$ cat src/rtl/cmpu_pkg.sv
package cmpu_pkg;
  localparam int XLEN    = 32;
  localparam int IMMW    = 16;
  localparam int NFIELDS = 8;
  localparam int FW      = 4;
  localparam int CRW     = NFIELDS * FW;
  localparam int IDXW    = $clog2(NFIELDS);

  typedef enum logic [1:0] {
    OPK_CMP   = 2'd0,
    OPK_COPY  = 2'd1,
    OPK_XMOVE = 2'd2,
    OPK_NONE  = 2'd3
  } opk_e;

  // positions inside one field
  localparam int BIT_LT = 3;
  localparam int BIT_GT = 2;
  localparam int BIT_EQ = 1;
  localparam int BIT_SO = 0;
  // summary-overflow position inside the status word
  localparam int XS_SO  = 3;
endpackage

$ cat src/rtl/cmpu_rst_sync.sv
module cmpu_rst_sync #(
  parameter int STAGES = 2
) (
  input  logic clk,
  input  logic rst_n,
  output logic rst_sync_n
);
  logic [STAGES-1:0] chain_q;
  logic [STAGES-1:0] chain_d;

  always_comb begin
    chain_d = {chain_q[STAGES-2:0], 1'b1};
  end

  always_ff @(posedge clk or negedge rst_n) begin
    if (!rst_n) chain_q <= '0;
    else        chain_q <= chain_d;
  end

  assign rst_sync_n = chain_q[STAGES-1];
endmodule

$ cat src/rtl/cmpu_operand.sv
module cmpu_operand #(
  parameter int XLEN = 32,
  parameter int IMMW = 16
) (
  input  logic [XLEN-1:0] reg_b,
  input  logic [IMMW-1:0] imm,
  input  logic            use_imm,
  input  logic            is_signed,
  output logic [XLEN-1:0] b_eff
);
  localparam int PADW = XLEN - IMMW;
  logic [PADW-1:0] pad;

  always_comb begin
    pad   = is_signed ? {PADW{imm[IMMW-1]}} : '0;
    b_eff = use_imm ? {pad, imm} : reg_b;
  end
endmodule

$ cat src/rtl/cmpu_compare.sv
module cmpu_compare #(
  parameter int XLEN = 32
) (
  input  logic [XLEN-1:0] a,
  input  logic [XLEN-1:0] b,
  input  logic            is_signed,
  output logic [2:0]      res_lge
);
  logic a_lt, eq;
  logic msb_a, msb_b;
  logic lo_lt;

  always_comb begin
    msb_a = a[XLEN-1];
    msb_b = b[XLEN-1];
    lo_lt = a[XLEN-2:0] < b[XLEN-2:0];
    eq    = (a == b);
    if (msb_a != msb_b)
      a_lt = is_signed ? msb_a : msb_b;
    else
      a_lt = lo_lt;
    res_lge = {a_lt, !a_lt && !eq, eq};
  end
endmodule

$ cat src/rtl/cmpu_field_file.sv
module cmpu_field_file #(
  parameter int NFIELDS = 8,
  parameter int FW      = 4,
  localparam int IDXW   = $clog2(NFIELDS),
  localparam int CRW    = NFIELDS * FW
) (
  input  logic            clk,
  input  logic            rst_n,
  input  logic            wr_en,
  input  logic [IDXW-1:0] wr_idx,
  input  logic [FW-1:0]   wr_data,
  input  logic [IDXW-1:0] rd_idx,
  output logic [FW-1:0]   rd_data,
  output logic [CRW-1:0]  cr_word
);
  logic [FW-1:0] fld_q [NFIELDS];

  for (genvar gi = 0; gi < NFIELDS; gi++) begin : g_fld
    logic fld_en;
    logic [FW-1:0] fld_d;

    always_comb begin
      fld_en = wr_en && (wr_idx == IDXW'(gi));
      fld_d  = wr_data;
    end

    always_ff @(posedge clk or negedge rst_n) begin
      if (!rst_n)      fld_q[gi] <= '0;
      else if (fld_en) fld_q[gi] <= fld_d;
    end

    // field 0 lands in the top nibble
    assign cr_word[CRW-1-gi*FW -: FW] = fld_q[gi];
  end

  assign rd_data = fld_q[rd_idx];
endmodule

$ cat src/rtl/cmpu_status.sv
module cmpu_status #(
  parameter int SW = 4
) (
  input  logic          clk,
  input  logic          rst_n,
  input  logic          load,
  input  logic [SW-1:0] load_val,
  input  logic          clr,
  output logic [SW-1:0] xs_q
);
  logic          xs_en;
  logic [SW-1:0] xs_d;

  always_comb begin
    xs_en = load || clr;
    xs_d  = load ? load_val : '0;
  end

  always_ff @(posedge clk or negedge rst_n) begin
    if (!rst_n)     xs_q <= '0;
    else if (xs_en) xs_q <= xs_d;
  end
endmodule

$ cat src/rtl/cmp_crf_unit.sv
module cmp_crf_unit
  import cmpu_pkg::*;
(
  input  logic                clk,
  input  logic                rst_n,
  input  logic                op_valid,
  input  logic [1:0]          op_kind,
  input  logic                cmp_signed,
  input  logic                use_imm,
  input  logic [XLEN-1:0]     opa,
  input  logic [XLEN-1:0]     opb,
  input  logic [IMMW-1:0]     imm16,
  input  logic [IDXW-1:0]     dst_fld,
  input  logic [IDXW-1:0]     src_fld,
  input  logic                xs_load,
  input  logic [FW-1:0]       xs_load_val,
  output logic [CRW-1:0]      cr_out,
  output logic [FW-1:0]       xs_out
);
  logic            rst_sync_n;
  logic [XLEN-1:0] b_eff;
  logic [2:0]      res_lge;
  logic [FW-1:0]   src_data;
  logic [FW-1:0]   wr_data;
  logic            wr_en;
  logic            xs_clr;
  logic [FW-1:0]   xs_q;
  opk_e            kind;

  cmpu_rst_sync #(.STAGES(2)) u_rst (
    .clk(clk), .rst_n(rst_n), .rst_sync_n(rst_sync_n)
  );

  cmpu_operand #(.XLEN(XLEN), .IMMW(IMMW)) u_opnd (
    .reg_b(opb), .imm(imm16), .use_imm(use_imm),
    .is_signed(cmp_signed), .b_eff(b_eff)
  );

  cmpu_compare #(.XLEN(XLEN)) u_cmp (
    .a(opa), .b(b_eff), .is_signed(cmp_signed), .res_lge(res_lge)
  );

  always_comb begin
    kind    = opk_e'(op_kind);
    wr_en   = 1'b0;
    xs_clr  = 1'b0;
    wr_data = '0;
    if (op_valid) begin
      unique case (kind)
        OPK_CMP: begin
          wr_en   = 1'b1;
          wr_data = {res_lge, xs_q[XS_SO]};
        end
        OPK_COPY: begin
          wr_en   = 1'b1;
          wr_data = src_data;
        end
        OPK_XMOVE: begin
          wr_en   = 1'b1;
          xs_clr  = 1'b1;
          wr_data = xs_q;
        end
        default: ;
      endcase
    end
  end

  cmpu_field_file #(.NFIELDS(NFIELDS), .FW(FW)) u_ff (
    .clk(clk), .rst_n(rst_sync_n), .wr_en(wr_en), .wr_idx(dst_fld),
    .wr_data(wr_data), .rd_idx(src_fld), .rd_data(src_data),
    .cr_word(cr_out)
  );

  cmpu_status #(.SW(FW)) u_xs (
    .clk(clk), .rst_n(rst_sync_n), .load(xs_load),
    .load_val(xs_load_val), .clr(xs_clr), .xs_q(xs_q)
  );

  assign xs_out = xs_q;
endmodule

$ cat config.mk
export PLATFORM = sky130hd
export DESIGN_NAME = cmp_crf_unit
export DESIGN_NICKNAME = d
export VERILOG_FILES = /design/src/rtl/cmpu_pkg.sv /design/src/rtl/cmpu_rst_sync.sv /design/src/rtl/cmpu_operand.sv /design/src/rtl/cmpu_compare.sv /design/src/rtl/cmpu_field_file.sv /design/src/rtl/cmpu_status.sv /design/src/rtl/cmp_crf_unit.sv
export SDC_FILE = /design/constraint.sdc
export NUM_CORES = 1
export LEC_CHECK = 0
export ABC_AREA = 1
export BUFFER_PORTS_ARGS = -buffer_cell sky130_fd_sc_hd__buf_2
export CAP_MARGIN = 20
export CORE_UTILIZATION = 49
export CTS_CLUSTER_SIZE = 10
export DETAILED_ROUTE_END_ITERATION = 16
export GPL_TIMING_DRIVEN = 0
export PLACE_DENSITY_LB_ADDON = 0.2
export RECOVER_POWER = 50
export SETUP_SLACK_MARGIN = 0.4
export SLEW_MARGIN = 20
export SYNTH_ARGS = -nofsm -noshare
export SYNTH_HDL_FRONTEND = slang
export SYNTH_SLANG_ARGS = --single-unit
$ cat constraint.sdc
create_clock -name clk -period 1.4 [get_ports clk]
set_clock_uncertainty 0.1 [all_clocks]
set_input_delay 0.28 -clock clk [delete_from_list [all_inputs] [get_ports clk]]
set_output_delay 0.28 -clock clk [all_outputs]
set_load 0.01 [all_outputs]
==> summary.txt, run 1 <==
Clock tree
  – Root Buffer: clkbuf_8
  – Sink Count: 38
  – Clock slew at reported path FFs: 0.08 ns
  – Inserted Clock Buffers: 5
  – Worst skew pair latency: 0.30 ns
  – H-tree depth: 2
  – TritonCTS clock tree: built
  – Max clock buf depth: 2

Global route
  – Gr ovfl total: 0
  – Tot GR Track Use: 31.1%
  – First-pass GRT wire length: 15.7 mm
  – GR Util met2: 52.4%
  – M3 GR Usage: 6.11%
  – Initial antenna violation count: 0
  – Vias in the first global route: 3360
  – Maximum number of pins on one net before global-route repair: 37
  – GR Util met1: 40.6%
  – Gr busiest metal: met2

Final layout
  – Most common cell after layout, fill and taps aside: buf_2
  – ANT cells: 0
  – Area Overhead vs Synth: 55.3%
  – Commonest non-fill, non-tap cells in the layout: 121 x buf_2, 99 x nand2_1, 52 x inv_1
  – Nets: 732
  – Layout cell share with drive strength beyond 1: 46.2%

Worst hold path
  – HP Start: xs_load_val[1]
  – Hold endpoint: u_xs.xs_q[1]$_DFFE_PN0P_
  – Hold depth: 3
  – Worst min-delay path class: primary input to register

STA
  – Final Hold Vio Count: 0
  – Setup ws final: -0.683 ns
  – Part of the cycle the worst path needs: 149%
  – Worst Tran Pin Value: 0.820 ns
  – Fmax: 480 MHz
  – Final Max Tran Viols: 0
  – Post-layout min period: 2.08 ns
  – Count of final setup violators: 30
  – Slew HR: 45.3%
  – RSZ-0062 raised after global routing: true

Floorplan
  – Initial Utilization: 51.4%
  – Total core area: 0.00603 mm2
  – Die Ht: 81.5 um
  – Die W: 81.5 um
  – Die area: 0.00664 mm2
  – IO Pins: 134
  – # rows: 28

Power and ir drop
  – Seq pwr share: 36.2%
  – Peak VDD IR: 0.835 mV
  – Clock network fraction of total power: 20.8%
  – Cell area power density: 807 mW/mm2
  – Sw frac: 37.3%
  – Int Pwr: 2430 uW
  – Comb pwr share: 43.0%
  – Lkg Pwr: 0.00255 uW
  – P_sw: 1450 uW
  – Overall Power: 3880 uW

Setup path
  – Critical Path Most Common Cell: nand2_1
  – Critical setup path kind: primary input to register
  – Crit-path max FO: 8
  – Max stage delay on crit path: 0.34 ns
  – Cell Chain, Critical Path: buf_12 > nand2_8 > clkbuf_16 > o21ai_2 > ha_1 > nand2_1 > nand2_1 > nand2_1 > nand2_1 > nand2_1 > nand2_1 > nor2_2 > nand3_4 > nand2_2 > nand2_2 > nand2_4 > nand3_2 > nand2_1
  – Reg2reg end: u_ff.cr_word[29]$_DFFE_PN0P_
  – Arrival @ worst endpoint: 2.22 ns
  – Worst reg2reg path startpoint: u_ff.cr_word[29]$_DFFE_PN0P_
  – Startpoint Class: primary input
  – CP max-delay cell: ha_1
  – Worst R2R Setup Slack: -0.25 ns
  – CP Capture Type: register
  – FF-to-FF path depth: 8
  – CP required: 1.54 ns

Synthesis
  – Count of cell types in the netlist: 30
  – Area contributors post-synth: dfrtp_1 31%, nand2_1 14%, ha_1 14%, o21ai_0 9.0%, inv_1 6.8%
  – Synth top area share: 30.7%
  – Sequential fraction of the synthesis area: 30.7%
  – Post-Syn Area per Cell: 7.02 um2
  – Mapped Cells: 441
  – Seq cells post-synth: 38
  – Warnings, synthesis: 0
  – Syn_nets: 574
  – Cell Area, Synth: 0.00310 mm2
  – Area leader, netlist: dfrtp_1

Place
  – HPWL after detailed placement: 7.17 mm
  – Setup Slack @ Placement: -1.14 ns
  – Gp weighted congestion: 0.899
  – PortBufs: 130

Outcome
  – Status: complete, but fails checks
  – Failing checks: setup timing

Detailed routing
  – Final WL: 10.8 mm
  – DR vias: 3724
  – Antenna Nets Post-Route: 0
  – Via-per-instance ratio: 5.52
  – Drt drc: 0
  – Average wire per standard cell: 16.0 um
  – Drt initial violations: 309
  – 1st-pass router iterations: 5

Job
  – Max-Cap Viols: 0
-- power groups by stage --
stage / clock, uW / sequential (uW) / combinational (uW)
3_5_place_dp: 0 / 1410 / 1250
5_1_grt: 857 / 1420 / 1830
6_report: 806 / 1410 / 1670
3_3_place_gp: 0 / 1410 / 1210
2_1_floorplan: 0 / 1460 / 697
4_1_cts: 796 / 1400 / 1460
-- registers in the layout, summed over array words and instances, names as in the netlist --
name and count:
u_xs.xs_q 4, u_rst.chain_q 2, u_ff.cr_word 32
-- metrics by stage --
stage	hold slack (ns)	setup TNS (ns)	util, %	instance area [um2]	instances
after detailed placement	-0.0342	-27.18	66.7	4020	646
after floorplan	-0.116	-15.91	-	3270	441
after global placement	-0.0348	-25.13	66.7	4020	646
final	0.0872	-15.10	79.8	4810	675
after global routing	0.0997	-17.56	79.8	4810	675
after CTS	0.0906	-13.06	75.6	4550	668
-- layer usage --
layer  part of all wire, %  up-vias
met2                    49      188
met1                    42     1734
li1                      -     1771
met4                   2.5        0
met3                   7.0       31
met5                     0        -
-- how the worst max path moves through the flow --
| stage | start | to | slack [ns] |
|---|---|---|---|
| after global routing | use_imm | u_ff.cr_word[23]$_DFFE_PN0P_ | -0.78 |
| after floorplan | use_imm | u_ff.cr_word[2]$_DFFE_PN0P_ | -0.66 |
| after detailed placement | cmp_signed | u_ff.cr_word[5]$_DFFE_PN0P_ | -1.14 |
| after global placement | cmp_signed | u_ff.cr_word[25]$_DFFE_PN0P_ | -1.05 |
| after CTS | use_imm | u_ff.cr_word[11]$_DFFE_PN0P_ | -0.61 |
| final | use_imm | u_ff.cr_word[31]$_DFFE_PN0P_ | -0.68 |
-- cells in the mapped netlist (all sizes together) --
| library cell | instances |
|---|---|
| a21oi | 14 |
| and3 | 1 |
| buf | 7 |
| clkbuf | 4 |
| conb | 1 |
| dfrtp | 38 |
| ha | 35 |
| inv | 58 |
| mux2 | 1 |
| mux2i | 15 |
| nand2 | 120 |
| nand3 | 29 |
| nand3b | 1 |
| nand4 | 3 |
| nor2 | 40 |
| nor3 | 2 |
| nor3b | 1 |
| o211ai | 6 |
| o21ai | 57 |
| o21bai | 1 |
| o22ai | 2 |
| or2 | 5 |
-- critical path, delay by kind of cell --
family / cells / cell delay [ns]
simple gates: 14 / 1.27
fa+ha+maj: 1 / 0.34
buf+inv: 2 / 0.28
compound gates: 1 / 0.05
-- area by class of cell --
| class | instances | area, um2 |
|---|---|---|
| multi-input combinational | 334 | 2370 |
| fill | 432 | 1220 |
| sequential | 38 | 952 |
| timing repair buffer | 151 | 916 |
| inverter | 58 | 223 |
| buffer | 11 | 165 |
| tap | 75 | 93.8 |
| clock buffer | 7 | 86.3 |
| clock inverter | 1 | 5.00 |
-- what timing repair did --
action / CTS / global route
hold buffers: 1 / 0
pin swaps: 32 / 40
hold endpoints to repair: 2 / 0
gates resized for setup: 74 / 61
cloned: 3 / 0
buffers inserted: 10 / 7
setup endpoints to repair: 104 / 69
-- cells by family (layout without fill, tap and decap cells) --
kind of cell	after synthesis	count (layout)	share of synthesized area, %
buffers and inverters	69	228	8.97
other	1	1	0.121
multiplexers	16	16	5.21
adder cells (fa/ha/maj)	35	35	14.1
flip-flops	38	38	30.7
AND/OR/NAND/NOR	202	202	27.3
AO/OA/AOI/OAI	80	80	13.6
Note: power is estimated with default switching activity, not from simulation.
==> inputs of run 2 (changes only) <==
- CORE_UTILIZATION: 49 -> 30
- HOLD_SLACK_MARGIN: not set -> 0.06
- SKIP_CTS_REPAIR_TIMING: not set -> 1
==> run 2 against run 1 <==
  * Register-to-register slack got worse by 0.04 ns
  * Via count fell by 9.4%
  * Clock power grew 45%
  * Combinational power is 11% lower
  * Design area down 3.3%
  * The run still ends with setup timing left
  * Die area is 62% higher
  * Final cell count is 7.4% higher
  * Clock-buffer cell count is 1 lower
  * Sequential cell count is the same
  * Routed wire length down 9.9%
  * Setup slack better by 0.080 ns
  * Critical path depth decreased by 7
==> summary.txt, run 2 (same netlist as run 1, synthesis figures left out) <==
STA
  – Part of the cycle the worst path needs: 143% (-5.7 points)
  – Final Hold Vio Count: 0 (unchanged)
  – Count of final setup violators: 32 (+6.7%)
  – Setup ws final: -0.603 ns (+0.0799 ns)
  – Post-layout min period: 2.00 ns (-0.0799 ns)
  – Fmax: 499 MHz (+4.0%)
  – Slew HR: 44.9% (-0.43 points)
  – Final Max Tran Viols: 0 (unchanged)
  – RSZ-0062 raised after global routing: true
  – Worst Tran Pin Value: 0.826 ns (+0.00643 ns)

Global route
  – Initial antenna violation count: 0 (unchanged)
  – Maximum number of pins on one net before global-route repair: 37 (unchanged)
  – Vias in the first global route: 3359 (-0.030%)
  – First-pass GRT wire length: 15.8 mm (+0.88%)
  – Gr ovfl total: 0 (unchanged)
  – Tot GR Track Use: 17.9% (-13 points)

Clock tree
  – Inserted Clock Buffers: 5 (unchanged)
  – TritonCTS clock tree: built
  – Clock slew at reported path FFs: 0.08 ns (about the same)
  – Worst skew pair latency: 0.30 ns (about the same)
  – Root Buffer: clkbuf_8
  – Max clock buf depth: 2 (unchanged)
  – H-tree depth: 2 (unchanged)
  – Sink Count: 38 (unchanged)

Setup path
  – Max stage delay on crit path: 0.30 ns (-0.04 ns)
  – Worst R2R Setup Slack: -0.29 ns (-0.04 ns)
  – CP required: 1.52 ns (-0.02 ns)
  – Buffers & Inverters on Critical Path: 3 (+1)
  – CP Capture Type: register
  – Crit-path max FO: 10 (+2)
  – Arrival @ worst endpoint: 2.12 ns (-0.10 ns)
  – CP max-delay cell: ha_1
  – FF-to-FF path depth: 8 (unchanged)
  – CP top delay family: simple AND/OR/NAND/NOR gates
  – Startpoint Class: primary input
  – Critical setup path kind: primary input to register
  – Worst reg2reg path startpoint: u_ff.cr_word[29]$_DFFE_PN0P_
  – WP depth: 11 (-7)
  – Reg2reg end: u_ff.cr_word[21]$_DFFE_PN0P_
  – Cell Chain, Critical Path: buf_12 > buf_12 > mux2i_4 > buf_4 > ha_1 > nand3_2 > nor3_4 > nand3_2 > nor3_2 > o21ai_2 > o21ai_0

Floorplan
  – Total core area: 0.00991 mm2 (+64%)
  – Die Ht: 104 um (+27%)
  – # rows: 36 (+29%)
  – IO Pins: 134 (unchanged)
  – Initial Utilization: 31.3% (-20 points)
  – Die area: 0.0107 mm2 (+62%)
  – Die W: 104 um (+27%)

Final layout
  – Commonest non-fill, non-tap cells in the layout: 122 x buf_2, 106 x nand2_1, 55 x inv_1
  – Area Overhead vs Synth: 50.2%
  – Fill cells: 1021 (+140%)
  – Nets: 724 (-1.1%)
  – Layout cell share with drive strength beyond 1: 39.4% (-6.8 points)
  – Max reg flops: 32 (unchanged)
  – Cell Count, Final, Fillers Out: 725 (+7.4%)
  – ANT cells: 0 (unchanged)
  – Most common cell after layout, fill and taps aside: buf_2

Detailed routing
  – 1st-pass router iterations: 4 (-1)
  – Average wire per standard cell: 13.5 um (-16%)
  – Drt initial violations: 134 (-57%)
  – Final WL: 9.75 mm (-9.9%)
  – Antenna Nets Post-Route: 0 (unchanged)
  – Drt drc: 0 (unchanged)
  – DR vias: 3375 (-9.4%)
  – Via-per-instance ratio: 4.66 (-16%)

Power and ir drop
  – Lkg Pwr: 0.00248 uW (-2.7%)
  – Clock network fraction of total power: 28.8% (+8.0 points)
  – Int Pwr: 2710 uW (+11%)
  – Cell area power density: 872 mW/mm2 (+8.0%)
  – P_sw: 1340 uW (-7.2%)
  – Overall Power: 4060 uW (+4.5%)
  – Peak VDD IR: 0.683 mV (-18%)
  – Comb pwr share: 36.5% (-6.5 points)
  – Sw frac: 33.1% (-4.2 points)
  – Seq pwr share: 34.7% (-1.5 points)

Job
  – Max-Cap Viols: 0 (unchanged)

Worst hold path
  – Worst min-delay path class: primary input to register
  – Hold endpoint: u_xs.xs_q[1]$_DFFE_PN0P_
  – Hold depth: 3 (unchanged)
  – HP Start: xs_load_val[1]

Place
  – Setup Slack @ Placement: -1.16 ns (-0.0194 ns)
  – Placed cells: 704 (+9.0%)
  – PortBufs: 130 (unchanged)
  – HPWL after detailed placement: 7.62 mm (+6.2%)
  – Gp weighted congestion: 0.849 (-5.6%)

Outcome
  – Failing checks: setup timing
  – Status: complete, but fails checks
[run 2: changes by cell type in the layout (fill, tap and decap cells not counted), sizes merged]
cell	before	now
clkbuf	13	10
clkinv	1	0
bufinv	0	2
buf	155	149
[run 2: routing by layer]
layer / share of wire (%) / global-route usage (%) / vias up
met5: 0 / 0 / -
met4: 3.0 / 7.14 / 0
met3: 5.0 / 3.65 / 24
met2: 48 / 31.1 / 105
met1: 44 / 21.6 / 1505
li1: - / - / 1741
[run 2: per-stage QoR]
step           TNS, ns  area, um2  hold slack, ns  utilization, %
4_1_cts         -19.91       4230          -0.348            42.7
5_1_grt         -18.44       4650           0.116            47.0
6_report        -14.81       4650           0.113            47.0
3_3_place_gp    -27.98       4090         -0.0351            41.3
2_1_floorplan   -15.91       3270          -0.116               -
3_5_place_dp    -28.59       4090         -0.0324            41.3
[run 2: area by class of cell]
cell class | count | area (um2) | area share (%)
Buffer | 11 | 144 | 3.09
Inverter | 58 | 223 | 4.79
Clock inverter | 2 | 60.1 | 1.29
Clock buffer | 6 | 82.6 | 1.77
Tap cell | 133 | 166 | 3.58
Sequential cell | 38 | 952 | 20.5
Timing Repair Buffer | 143 | 827 | 17.8
Multi-Input combinational cell | 334 | 2200 | 47.2
[run 2: tightest hold or removal path: cells and delay by family]
family	cells	cell delay [ns]
AO/OA/AOI/OAI	1	0.07
buffers and inverters	1	0.08
AND/OR/NAND/NOR	1	0.05
[run 2: worst max-delay path by stage]
stage               startpoint                            to  slack, ns
global placement    cmp_signed   u_ff.cr_word[5]$_DFFE_PN0P_      -1.13
floorplan              use_imm   u_ff.cr_word[2]$_DFFE_PN0P_      -0.66
CTS                 cmp_signed  u_ff.cr_word[21]$_DFFE_PN0P_      -0.86
global route           use_imm   u_ff.cr_word[3]$_DFFE_PN0P_      -0.73
detailed placement  cmp_signed  u_ff.cr_word[29]$_DFFE_PN0P_      -1.16
finish                 use_imm  u_ff.cr_word[21]$_DFFE_PN0P_      -0.60
[run 2: power by group through the flow]
stage	Clock [uW]	Combinational (uW)	Sequential [uW]
final	1170	1480	1410
after global routing	1250	1650	1430
after CTS	1190	1270	1400
after detailed placement	0	1260	1420
after global placement	0	1250	1420
after floorplan	0	697	1460
==> inputs of run 3 (changes only) <==
- ABC_AREA: 1 -> not set
==> run 3 against run 2 <==
  * The run still ends with setup timing left
  * Clock-buffer cell count increased by 1
  * Register-to-register slack worse by 0.39 ns
  * Via count down 16%
  * Area after synthesis is 5.0% lower
  * Non-clock buffer count grew 4
  * Setup slack lost 0.57 ns
  * Global-route usage fell by 1.1 points
  * Sequential power increased by 8%
  * Total power decreased by 1.5%
==> summary.txt, run 3 <==
Synthesis
  – Area leader, netlist: dfrtp_1
  – Commonest cells in the netlist: 38 x dfrtp_1, 35 x ha_1, 26 x o21ai_0
  – Mapped Cells: 288 (-35%)
  – Seq cells post-synth: 38 (unchanged)
  – Post-synth top flop: dfrtp_1
  – Post-Syn Area per Cell: 10.2 um2 (+45%)
  – Sequential fraction of the synthesis area: 32.3% (+1.6 points)
  – Count leader, synth: dfrtp_1
  – EDFF count, synth: 0 (unchanged)
  – Warnings, synthesis: 0 (unchanged)
  – Cell Area, Synth: 0.00294 mm2 (-5.0%)
  – Syn_nets: 421 (-27%)
  – Synth top area share: 32.3% (+1.6 points)
  – Count of cell types in the netlist: 39 (+30%)
  – Asr flop ratio synth: 100% (unchanged)
  – Area contributors post-synth: dfrtp_1 32%, ha_1 15%, mux2_2 9.6%, mux2i_1 6.8%, mux4_2 6.1%

Power and ir drop
  – Lkg Pwr: 0.00219 uW (-12%)
  – Peak VDD IR: 0.885 mV (+30%)
  – Cell area power density: 901 mW/mm2 (+3.3%)

Job
  – Max-Cap Viols: 0 (unchanged)

Global route
  – Gr ovfl total: 0 (unchanged)
  – Maximum number of pins on one net before global-route repair: 37 (unchanged)
  – First-pass GRT wire length: 13.6 mm (-14%)
  – Tot GR Track Use: 16.9% (-1.1 points)
  – Initial antenna violation count: 0 (unchanged)
  – Vias in the first global route: 2892 (-14%)

Setup path
  – Buffers & Inverters on Critical Path: 2 (-1)
  – Arrival @ worst endpoint: 2.70 ns (+0.58 ns)
  – CP max-delay cell: or4_4
  – Critical Path Most Common Cell: buf_8
  – Max stage delay on crit path: 0.59 ns (+0.29 ns)
  – CP required: 1.52 ns (about the same)
  – Crit-path max FO: 8 (-2)
  – CP Capture Type: register
  – CP top delay family: simple AND/OR/NAND/NOR gates
  – Startpoint Class: primary input
  – WP depth: 12 (+1)
  – FF-to-FF path depth: 7 (-1)
  – Critical setup path kind: primary input to register
  – Cell Chain, Critical Path: buf_8 > nand2_4 > nand2_8 > buf_8 > o21ai_2 > ha_1 > nand4_1 > or4_4 > nor4b_4 > nand3b_4 > a31oi_4 > mux2_2

Final layout
  – Fill cells: 935 (-8.4%)
  – Layout cell share with drive strength beyond 1: 52.0% (+13 points)
  – Most common cell after layout, fill and taps aside: buf_2
  – Nets: 576 (-20%)
  – Final core utilization: 47.3% (+0.35 points)
  – ANT cells: 0 (unchanged)
  – Commonest non-fill, non-tap cells in the layout: 114 x buf_2, 37 x dfrtp_1, 34 x ha_1
  – Max reg flops: 32 (unchanged)
  – Area Overhead vs Synth: 50.7%

Clock tree
  – H-tree depth: 2 (unchanged)
  – Root Buffer: clkbuf_8
  – Worst skew pair latency: 0.29 ns (about the same)
  – TritonCTS clock tree: built
  – Sink Count: 38 (unchanged)
  – Inserted Clock Buffers: 5 (unchanged)
  – Max clock buf depth: 2 (unchanged)
  – Clock slew at reported path FFs: 0.08 ns (about the same)

Floorplan
  – # rows: 35 (-2.8%)
  – Die area: 0.0102 mm2 (-5.0%)
  – Total core area: 0.00937 mm2 (-5.4%)
  – Die Ht: 101 um (-2.5%)
  – IO Pins: 134 (unchanged)
  – Initial Utilization: 31.4% (+0.13 points)
  – Die W: 101 um (-2.5%)

STA
  – Post-layout min period: 2.58 ns (+0.574 ns)
  – Fmax: 388 MHz (-22%)
  – Final Max Tran Viols: 0 (unchanged)
  – RSZ-0062 raised after global routing: true
  – Final Hold Vio Count: 0 (unchanged)
  – Count of final setup violators: 32 (unchanged)
  – Setup ws final: -1.18 ns (-0.574 ns)
  – Worst Tran Pin Value: 0.789 ns (-0.0378 ns)
  – Slew HR: 47.4% (+2.5 points)
  – Part of the cycle the worst path needs: 184% (+41 points)

Detailed routing
  – Average wire per standard cell: 15.1 um (+12%)
  – Antenna Nets Post-Route: 0 (unchanged)
  – Drt drc: 0 (unchanged)
  – DR vias: 2849 (-16%)
  – Via-per-instance ratio: 4.97 (+6.8%)
  – 1st-pass router iterations: 4 (unchanged)
  – Drt initial violations: 79 (-41%)
  – Final WL: 8.65 mm (-11%)

Worst hold path
  – Worst min-delay path class: primary input to register
  – Hold depth: 3 (unchanged)

Outcome
  – Failing checks: setup timing
  – Status: complete, but fails checks

Place
  – Setup Slack @ Placement: -1.79 ns (-0.626 ns)
  – HPWL after detailed placement: 6.77 mm (-11%)
  – Gp weighted congestion: 0.784 (-7.7%)
  – PortBufs: 127 (-2.3%)
-- run 3: stage by stage --
stage / setup TNS, ns / total power (uW) / std cells / hold slack, ns / instance area, um2
after floorplan: -27.45 / 2320 / 288 / -0.116 / 3100
after global placement: -40.07 / 2860 / 544 / -0.0343 / 3900
after detailed placement: -41.03 / 2890 / 544 / -0.0345 / 3900
after CTS: -33.73 / 3670 / 552 / -0.335 / 3990
after global routing: -32.85 / 4260 / 573 / 0.123 / 4430
final: -30.08 / 4000 / 573 / 0.104 / 4430
-- run 3: final cells by class --
type	count	area, um2	area share (%)
multi-input combinational	235	2150	48.5
sequential	38	952	21.5
timing repair buffer	148	922	20.8
tap	129	161	3.64
buffer	10	135	3.05
clock buffer	7	86.3	1.95
inverter	5	18.8	0.423
clock inverter	1	5.00	0.113
-- run 3: worst paths after layout --
| check | from | slack, ns | endpoint |
|---|---|---|---|
| min in group asynchronous | rst_n | 0.21 | u_rst.chain_q[0]$_DFF_PN0_ |
| hold reg to reg | u_rst.chain_q[1]$_DFF_PN0_ | 0.25 | u_xs.xs_q[2]$_DFFE_PN0P_ |
| hold / removal | xs_load_val[2] | 0.10 | u_xs.xs_q[2]$_DFFE_PN0P_ |
| setup / recovery | imm16[15] | -1.18 | u_ff.cr_word[25]$_DFFE_PN0P_ |
| setup reg to reg | u_ff.cr_word[7]$_DFFE_PN0P_ | -0.68 | u_ff.cr_word[15]$_DFFE_PN0P_ |
| max in group asynchronous | u_rst.chain_q[1]$_DFF_PN0_ | 0.45 | u_ff.cr_word[1]$_DFFE_PN0P_ |
-- run 3: routing by layer --
metal / vias to the layer above / track usage [%] / wire, um
li1: 1396 / - / -
met1: 1367 / 21.9 / 3930
met2: 78 / 30.0 / 4200
met3: 8 / 2.70 / 432
met4: 0 / 2.68 / 92
met5: - / 0 / 0
-- run 3: worst reg2reg max path, stage by stage, from the launching register on --
cell     delay [ns]
dfrtp_1        0.41
mux4_2         0.49
mux2i_1        0.18
o21ai_0        0.11
nand2_1        0.14
o41ai_4        0.09
buf_4          0.18
mux2_2         0.27
-- run 3: logic make-up after synthesis --
group / count (synthesis) / synth area share (%)
other: 1 / 0.127
multiplexers: 53 / 22.5
adder cells (fa/ha/maj): 35 / 14.9
buffers and inverters: 15 / 2.38
AO/OA/AOI/OAI: 64 / 12.8
flip-flops: 38 / 32.3
AND/OR/NAND/NOR: 81 / 14.7
XOR/XNOR: 1 / 0.298
-- run 3: where the power goes --
part | total [uW] | switching (uW) | internal, uW
Combinational | 1700 | 744 | 955
Clock | 779 | 381 | 398
Sequential | 1520 | 208 | 1310
